$ cat config.mk
export PLATFORM = sky130hd
export DESIGN_NAME = tape_gap_sequencer
export DESIGN_NICKNAME = d
export VERILOG_FILES = /design/src/rtl/tape_gap_pkg.sv /design/src/rtl/gap_code_shaper.sv /design/src/rtl/gap_req_timer.sv /design/src/rtl/gap_tick_counter.sv /design/src/rtl/tape_gap_sequencer.sv
export SDC_FILE = /design/constraint.sdc
export NUM_CORES = 1
export LEC_CHECK = 0
export ABC_AREA = 1
export BUFFER_PORTS_ARGS = -buffer_cell sky130_fd_sc_hd__buf_2
export CORE_ASPECT_RATIO = 1.25
export CORE_MARGIN = 2
export CORE_UTILIZATION = 45
export CTS_CLUSTER_DIAMETER = 80
export DETAILED_ROUTE_END_ITERATION = 7
export GPL_TIMING_DRIVEN = 1
export PLACE_DENSITY = 0.66
export SETUP_SLACK_MARGIN = 0.4
export SLEW_MARGIN = 20
export SYNTH_ARGS = -nofsm -noshare
export SYNTH_HDL_FRONTEND = slang
export SYNTH_SLANG_ARGS = --single-unit
$ cat constraint.sdc
create_clock -name clk -period 2.1 [get_ports clk]
set_input_delay 0.315 -clock clk [delete_from_list [all_inputs] [get_ports clk]]
set_output_delay 0.315 -clock clk [all_outputs]
set_load 0.01 [all_outputs]
$ cat src/rtl/tape_gap_pkg.sv
package tape_gap_pkg;

  localparam int GAP_CNT_W = 8;
  localparam int GAP_PRE_W = 5;

  typedef enum logic [2:0] {
    PH_READ  = 3'b000,
    PH_DECEL = 3'b011,
    PH_IDLE  = 3'b100,
    PH_ACCEL = 3'b101
  } phase_t;

  localparam logic [GAP_CNT_W-1:0] READ_FLOOR_BITS = 8'h01;
  localparam logic [GAP_CNT_W-1:0] LONG_GAP_BITS   = 8'h60;
  localparam logic [GAP_CNT_W-1:0] BOT_WRITE_BITS  = 8'hC0;
  localparam logic [GAP_CNT_W-1:0] BOT_READ_BITS   = 8'h60;

  typedef struct packed {
    logic write;
    logic filemark;
    logic extgap;
    logic at_bot;
  } op_flags_t;

  // Widen a transport gap code; only the start-up gap is altered.
  function automatic logic [GAP_CNT_W-1:0] shape_code(
    input logic [GAP_CNT_W-1:0] raw,
    input logic                 accel,
    input op_flags_t            f
  );
    logic [GAP_CNT_W-1:0] c;
    c = raw;
    if (accel) begin
      if (!f.write) c = c | READ_FLOOR_BITS;
      if (f.write && (f.filemark || f.extgap)) c = c | LONG_GAP_BITS;
      if (f.at_bot) c = c | (f.write ? BOT_WRITE_BITS : BOT_READ_BITS);
    end
    return c;
  endfunction

endpackage

$ cat src/rtl/gap_code_shaper.sv
module gap_code_shaper
  import tape_gap_pkg::*;
(
  input  logic [GAP_CNT_W-1:0] raw_code,
  input  logic                 accel,
  input  op_flags_t            flags,
  output logic [GAP_CNT_W-1:0] shaped_code
);
  always_comb shaped_code = shape_code(raw_code, accel, flags);
endmodule

$ cat src/rtl/gap_req_timer.sv
module gap_req_timer #(
  parameter int REQ_CYCLES = 16
) (
  input  logic clk,
  input  logic rst_n,
  input  logic fire,
  output logic busy
);
  localparam int RW = $clog2(REQ_CYCLES + 1);
  localparam logic [RW-1:0] REQ_LEN = RW'(REQ_CYCLES);

  logic [RW-1:0] remain_q;

  always_ff @(posedge clk or negedge rst_n) begin
    if (!rst_n)              remain_q <= '0;
    else if (fire)           remain_q <= REQ_LEN;
    else if (remain_q != '0) remain_q <= remain_q - 1'b1;
  end

  assign busy = (remain_q != '0);
endmodule

$ cat src/rtl/gap_tick_counter.sv
module gap_tick_counter #(
  parameter int PRE_W = 5,
  parameter int CNT_W = 8
) (
  input  logic             clk,
  input  logic             rst_n,
  input  logic             load,
  input  logic [CNT_W-1:0] code,
  input  logic             run,
  input  logic             tick,
  output logic             step,
  output logic             done
);
  logic [PRE_W-1:0] pre_q;
  logic [CNT_W-1:0] cnt_q;
  logic             adv;

  assign adv  = run && tick && !load;
  assign step = adv && (&pre_q);
  assign done = step && (&cnt_q);

  always_ff @(posedge clk or negedge rst_n) begin
    if (!rst_n) begin
      pre_q <= '0;
      cnt_q <= '0;
    end else if (load) begin
      pre_q <= '1;
      cnt_q <= ~code;
    end else if (adv) begin
      pre_q <= pre_q + 1'b1;
      if (step) cnt_q <= cnt_q + 1'b1;
    end
  end
endmodule

$ cat src/rtl/tape_gap_sequencer.sv
module tape_gap_sequencer
  import tape_gap_pkg::*;
#(
  parameter int REQ_CYCLES = 16
) (
  input  logic       clk,
  input  logic       rst_n,
  input  logic       op_start,
  input  logic       cmd_rewind,
  input  logic       cmd_write,
  input  logic       cmd_filemark,
  input  logic       cmd_extgap,
  input  logic       at_bot,
  input  logic [7:0] delay_code,
  input  logic       char_tick,
  input  logic       eor_strobe,
  output logic       motion_en,
  output logic       read_en,
  output logic       code_req,
  output logic       code_sel_decel,
  output logic       delay_active,
  output logic [2:0] phase
);
  phase_t    phase_q, phase_d;
  logic      motion_q, motion_d;
  logic      sel_q, sel_d;
  op_flags_t flags_q;

  logic start_ok, eor_ok, fire, req_busy, run, gap_done, gap_step;
  logic [GAP_CNT_W-1:0] shaped;

  assign start_ok = op_start && (phase_q == PH_IDLE);
  assign eor_ok   = eor_strobe && (phase_q == PH_READ);
  assign fire     = (start_ok && !cmd_rewind) || eor_ok;
  assign run      = phase_q[0] && !req_busy;

  gap_req_timer #(.REQ_CYCLES(REQ_CYCLES)) u_req (
    .clk(clk), .rst_n(rst_n), .fire(fire), .busy(req_busy)
  );

  gap_code_shaper u_shape (
    .raw_code(delay_code), .accel(phase_q == PH_ACCEL),
    .flags(flags_q), .shaped_code(shaped)
  );

  gap_tick_counter #(.PRE_W(GAP_PRE_W), .CNT_W(GAP_CNT_W)) u_cnt (
    .clk(clk), .rst_n(rst_n), .load(req_busy), .code(shaped),
    .run(run), .tick(char_tick), .step(gap_step), .done(gap_done)
  );

  always_comb begin
    phase_d  = phase_q;
    motion_d = motion_q;
    sel_d    = sel_q;
    unique case (phase_q)
      PH_IDLE: begin
        motion_d = start_ok;
        if (start_ok && !cmd_rewind) begin
          phase_d = PH_ACCEL;
          sel_d   = 1'b0;
        end
      end
      PH_ACCEL: if (gap_done) phase_d = PH_READ;
      PH_READ: if (eor_ok) begin
        phase_d = PH_DECEL;
        sel_d   = 1'b1;
      end
      PH_DECEL: if (gap_done) begin
        phase_d  = PH_IDLE;
        motion_d = 1'b0;
      end
      default: begin
        phase_d  = PH_IDLE;
        motion_d = 1'b0;
      end
    endcase
  end

  always_ff @(posedge clk or negedge rst_n) begin
    if (!rst_n) begin
      phase_q  <= PH_IDLE;
      motion_q <= 1'b0;
      sel_q    <= 1'b0;
      flags_q  <= '0;
    end else begin
      phase_q  <= phase_d;
      motion_q <= motion_d;
      sel_q    <= sel_d;
      if (start_ok && !cmd_rewind)
        flags_q <= '{write: cmd_write, filemark: cmd_filemark,
                     extgap: cmd_extgap, at_bot: at_bot};
    end
  end

  assign motion_en      = motion_q;
  assign read_en        = (phase_q == PH_READ);
  assign code_req       = req_busy;
  assign code_sel_decel = sel_q;
  assign delay_active   = phase_q[0];
  assign phase          = phase_q;
endmodule

==> key figures <==
Outcome
  – Status: completed

Global route
  – Met3 GRT Util: 0.0333
  – Vias in the first global route: 1307
  – Gr ovfl total: 0
  – GRT busiest layer: met2
  – First-pass GRT wire length: 5690 um
  – Largest net degree at the start of global routing: 28
  – Gr usage total: 0.181
  – GR Layer Usage met2: 0.295
  – Initial antenna violation count: 0
  – Routing usage on met1: 0.234

Die
  – Die width: 56.9 um
  – Die area: 3990 um2
  – Core Box Area: 3420 um2
  – Die Y: 70.2 um
  – Num ports: 26
  – Row cnt: 24
  – Starting density of the core: 0.460

STA
  – Final hold vios: 0
  – Slew margin rel.: 0.592
  – Worst Max-Slew Pin Slew: 0.612 ns
  – Post-Route Skew: 0.00638 ns
  – Fmax: 603 MHz
  – Final period utilization: 0.789
  – Tmin final: 1.66 ns
  – Pins Over Slew Limit: 0
  – Unrepaired setup endpoints after global routing: yes
  – Total negative slack: 0 ns
  – Worst setup margin: 0.442 ns
  – Finish-stage setup viols: 0

Worst setup path
  – CP Class: flop to primary output
  – CP Launch Type: flop
  – Worst EP required: 1.78 ns
  – Reg2Reg Depth: 10
  – Slowest stage delay, CP: 0.40 ns
  – Cell family with most CP delay: flip-flops
  – Critical Path Source: u_req.remain_q[1]
  – CP endpoint: code_req
  – Cell mode on critical path: inv_2
  – Critical path depth: 7
  – Crit-path max FO: 2
  – Critical-path cell list: inv_2 -> ha_4 -> inv_2 -> nor2_4 -> nand2_2 -> buf_12 -> buf_6
  – Reg-to-Reg Start: u_cnt.pre_q[1]
  – Endpoint class of the critical path: primary output
  – Critical path arrival: 1.34 ns
  – Crit-path slowest cell: dfrtp_1
  – Worst r2r dst: u_cnt.cnt_q[4]
  – Crit path buf inv count: 4
  – R2R setup slack: 0.44 ns

Detailed routing
  – ANT nets after route: 0
  – Final WL: 3380 um
  – WL/cell: 12.3 um
  – Via-to-Cell Ratio: 5.01
  – Initial DRC count: 47
  – DR pass1 iterations: 4
  – # DRC: 0
  – Via count: 1377

Clocking
  – TritonCTS Sinks: 27
  – Insertion delay to the later sink of the worst-skew pair: 0.28 ns
  – CTS buffer count: 3
  – # hold bufs at CTS: 0
  – H-tree levels: 1
  – Worst-path clk slew: 0.09 ns
  – CTS tree: done
  – Clock Path Buffers: 2
  – Root buf cell: clkbuf_8

Placed design
  – Post-DP HPWL: 2310 um
  – Setup WS pre-CTS: 0.372 ns
  – Placer Congestion: 0.767
  – PortBufs: 25

Yosys
  – Post-synth ARST share: 1.00
  – Sequential-to-total area share from yosys stat: 0.430
  – Mean area per synthesized cell: 8.00 um2
  – Post-synth top area share: 0.413
  – Post-synth EDFFs: 0
  – Yosys Warn Count: 0
  – Leading post-synthesis cells by cell area: dfrtp_1 41%, nand2_1 10%, nor2_1 6.0%, inv_1 5.7%, nand3_1 4.8%
  – Post-Syn Area: 1580 um2
  – Top_reg_cell synth: dfrtp_1
  – Netlist cell types: 35
  – Yosys reg bits: 27
  – Syn Inst Count: 197
  – Area leader, netlist: dfrtp_1
  – Net count of the mapped netlist: 220

Layout
  – Fill cell count: 316
  – Final Util: 0.579
  – Reg area: 677 um2
  – Share of layout cells above drive strength 1: 0.347
  – N_diodes: 0
  – Synth-to-Final Area Change: 25.7%
  – Area of the multi-input gates: 842 um2
  – Final nets: 260

Job
  – Maxcap violations: 0

Pwr
  – NetSw: 1080 uW
  – Leakage: 0.00101 uW
  – Clock share of power: 0.122
  – Comb power frac: 0.520
  – Reg power frac: 0.358
  – Int Pwr: 1410 uW
  – Switching share of total power: 0.433
  – Pwr Density: 1250 nW/um2
  – Max IR drop VDD: 0.000670 V

Hold path
  – Worst min-delay path category: input port to asynchronous set/reset pin
-- cells by family after synthesis --
logic type,after synthesis,share of synthesized area
buf+inv,31,0.0913
flops,27,0.430
compound gates,26,0.110
fa+ha+maj,5,0.0397
simple gates,105,0.313
xor+xnor,3,0.0167
-- how the worst min path moves through the flow --
stage                     start                 to
after CTS                 rst_n          motion_en
after detailed placement  rst_n  u_req.remain_q[2]
after floorplan           rst_n     code_sel_decel
final                     rst_n  u_req.remain_q[2]
after global placement    rst_n  u_req.remain_q[3]
after global routing      rst_n  u_req.remain_q[4]
-- layout make-up --
class / instances / area share
tap: 39 / 0.0246
sequential: 27 / 0.342
multi-input combinational: 139 / 0.425
timing repair buffer: 39 / 0.130
inverter: 27 / 0.0556
clock buffer: 3 / 0.0208
clock inverter: 1 / 0.00253
-- repair_timing --
action	4_1_cts	5_1_grt
buffers inserted	7	6
setup endpoints to repair	4	15
gates resized for setup	6	29
pin swaps	2	9
gates cloned	0	0
-- stage by stage --
| stage | cell area (um2) | total power [uW] | std cells | hold WS (ns) |
|---|---|---|---|---|
| 2_1_floorplan | 1580 | 1680 | 197 | 0.0194 |
| 3_3_place_gp | 1720 | 1890 | 258 | 0.369 |
| 3_5_place_dp | 1720 | 1910 | 258 | 0.364 |
| 4_1_cts | 1830 | 2310 | 269 | 0.0561 |
| 5_1_grt | 1980 | 2720 | 275 | 0.0782 |
| 6_report | 1980 | 2480 | 275 | 0.0393 |
-- power by group through the flow --
| stage | Clock, uW | Combinational, uW | Sequential, uW |
|---|---|---|---|
| after detailed placement | 0 | 1020 | 894 |
| after global placement | 0 | 997 | 894 |
| after floorplan | 0 | 800 | 880 |
| after CTS | 311 | 1120 | 881 |
| after global routing | 332 | 1470 | 920 |
| final | 303 | 1290 | 888 |
-- synth_stat cells, types with 2 or more instances --
cell,count
a21oi_1,10
buf_4,2
dfrtp_1,26
ha_1,5
inv_1,24
inv_2,2
nand2_1,44
nand2_2,4
nand2_4,2
nand3_1,15
nand3b_1,2
nor2_1,25
nor3_1,6
o211ai_2,2
o21ai_0,5
o21ai_1,2
o22a_1,2
xnor2_1,2
-- cells in the final DEF (no fill, tap or decap), drive strengths merged --
cell    synthesis  final
nand2          50     50
buf             4     39
nor2           28     28
dfrtp          26     26
inv            26     26
nand3          15     15
a21oi          10     10
o21ai           8      8
nor3            7      7
ha              5      5
clkbuf          0      3
xnor2           2      2
nand3b          2      2
o211ai          2      2
clkinv          1      2
o22a            2      2
or2             1      1
nand4           1      1
nor4            1      1
a22o            1      1
a211oi          1      1
o31ai           1      1
o21a            1      1
xor2            1      1
dfstp           1      1
-- per-layer routing --
| metal | wire length [um] | vias up |
|---|---|---|
| met5 | 0 | - |
| met2 | 1670 | 27 |
| met1 | 1530 | 634 |
| li1 | - | 711 |
| met4 | 64 | 0 |
| met3 | 112 | 5 |
-- sequential cells by signal, summed over array words and instances (netlist names), named ones only --
name,cells
flags_q,4
code_sel_decel,1
u_cnt.pre_q,5
motion_en,1
phase,2
u_req.remain_q,5
u_cnt.cnt_q,8
(Power assumes the default switching activity.)
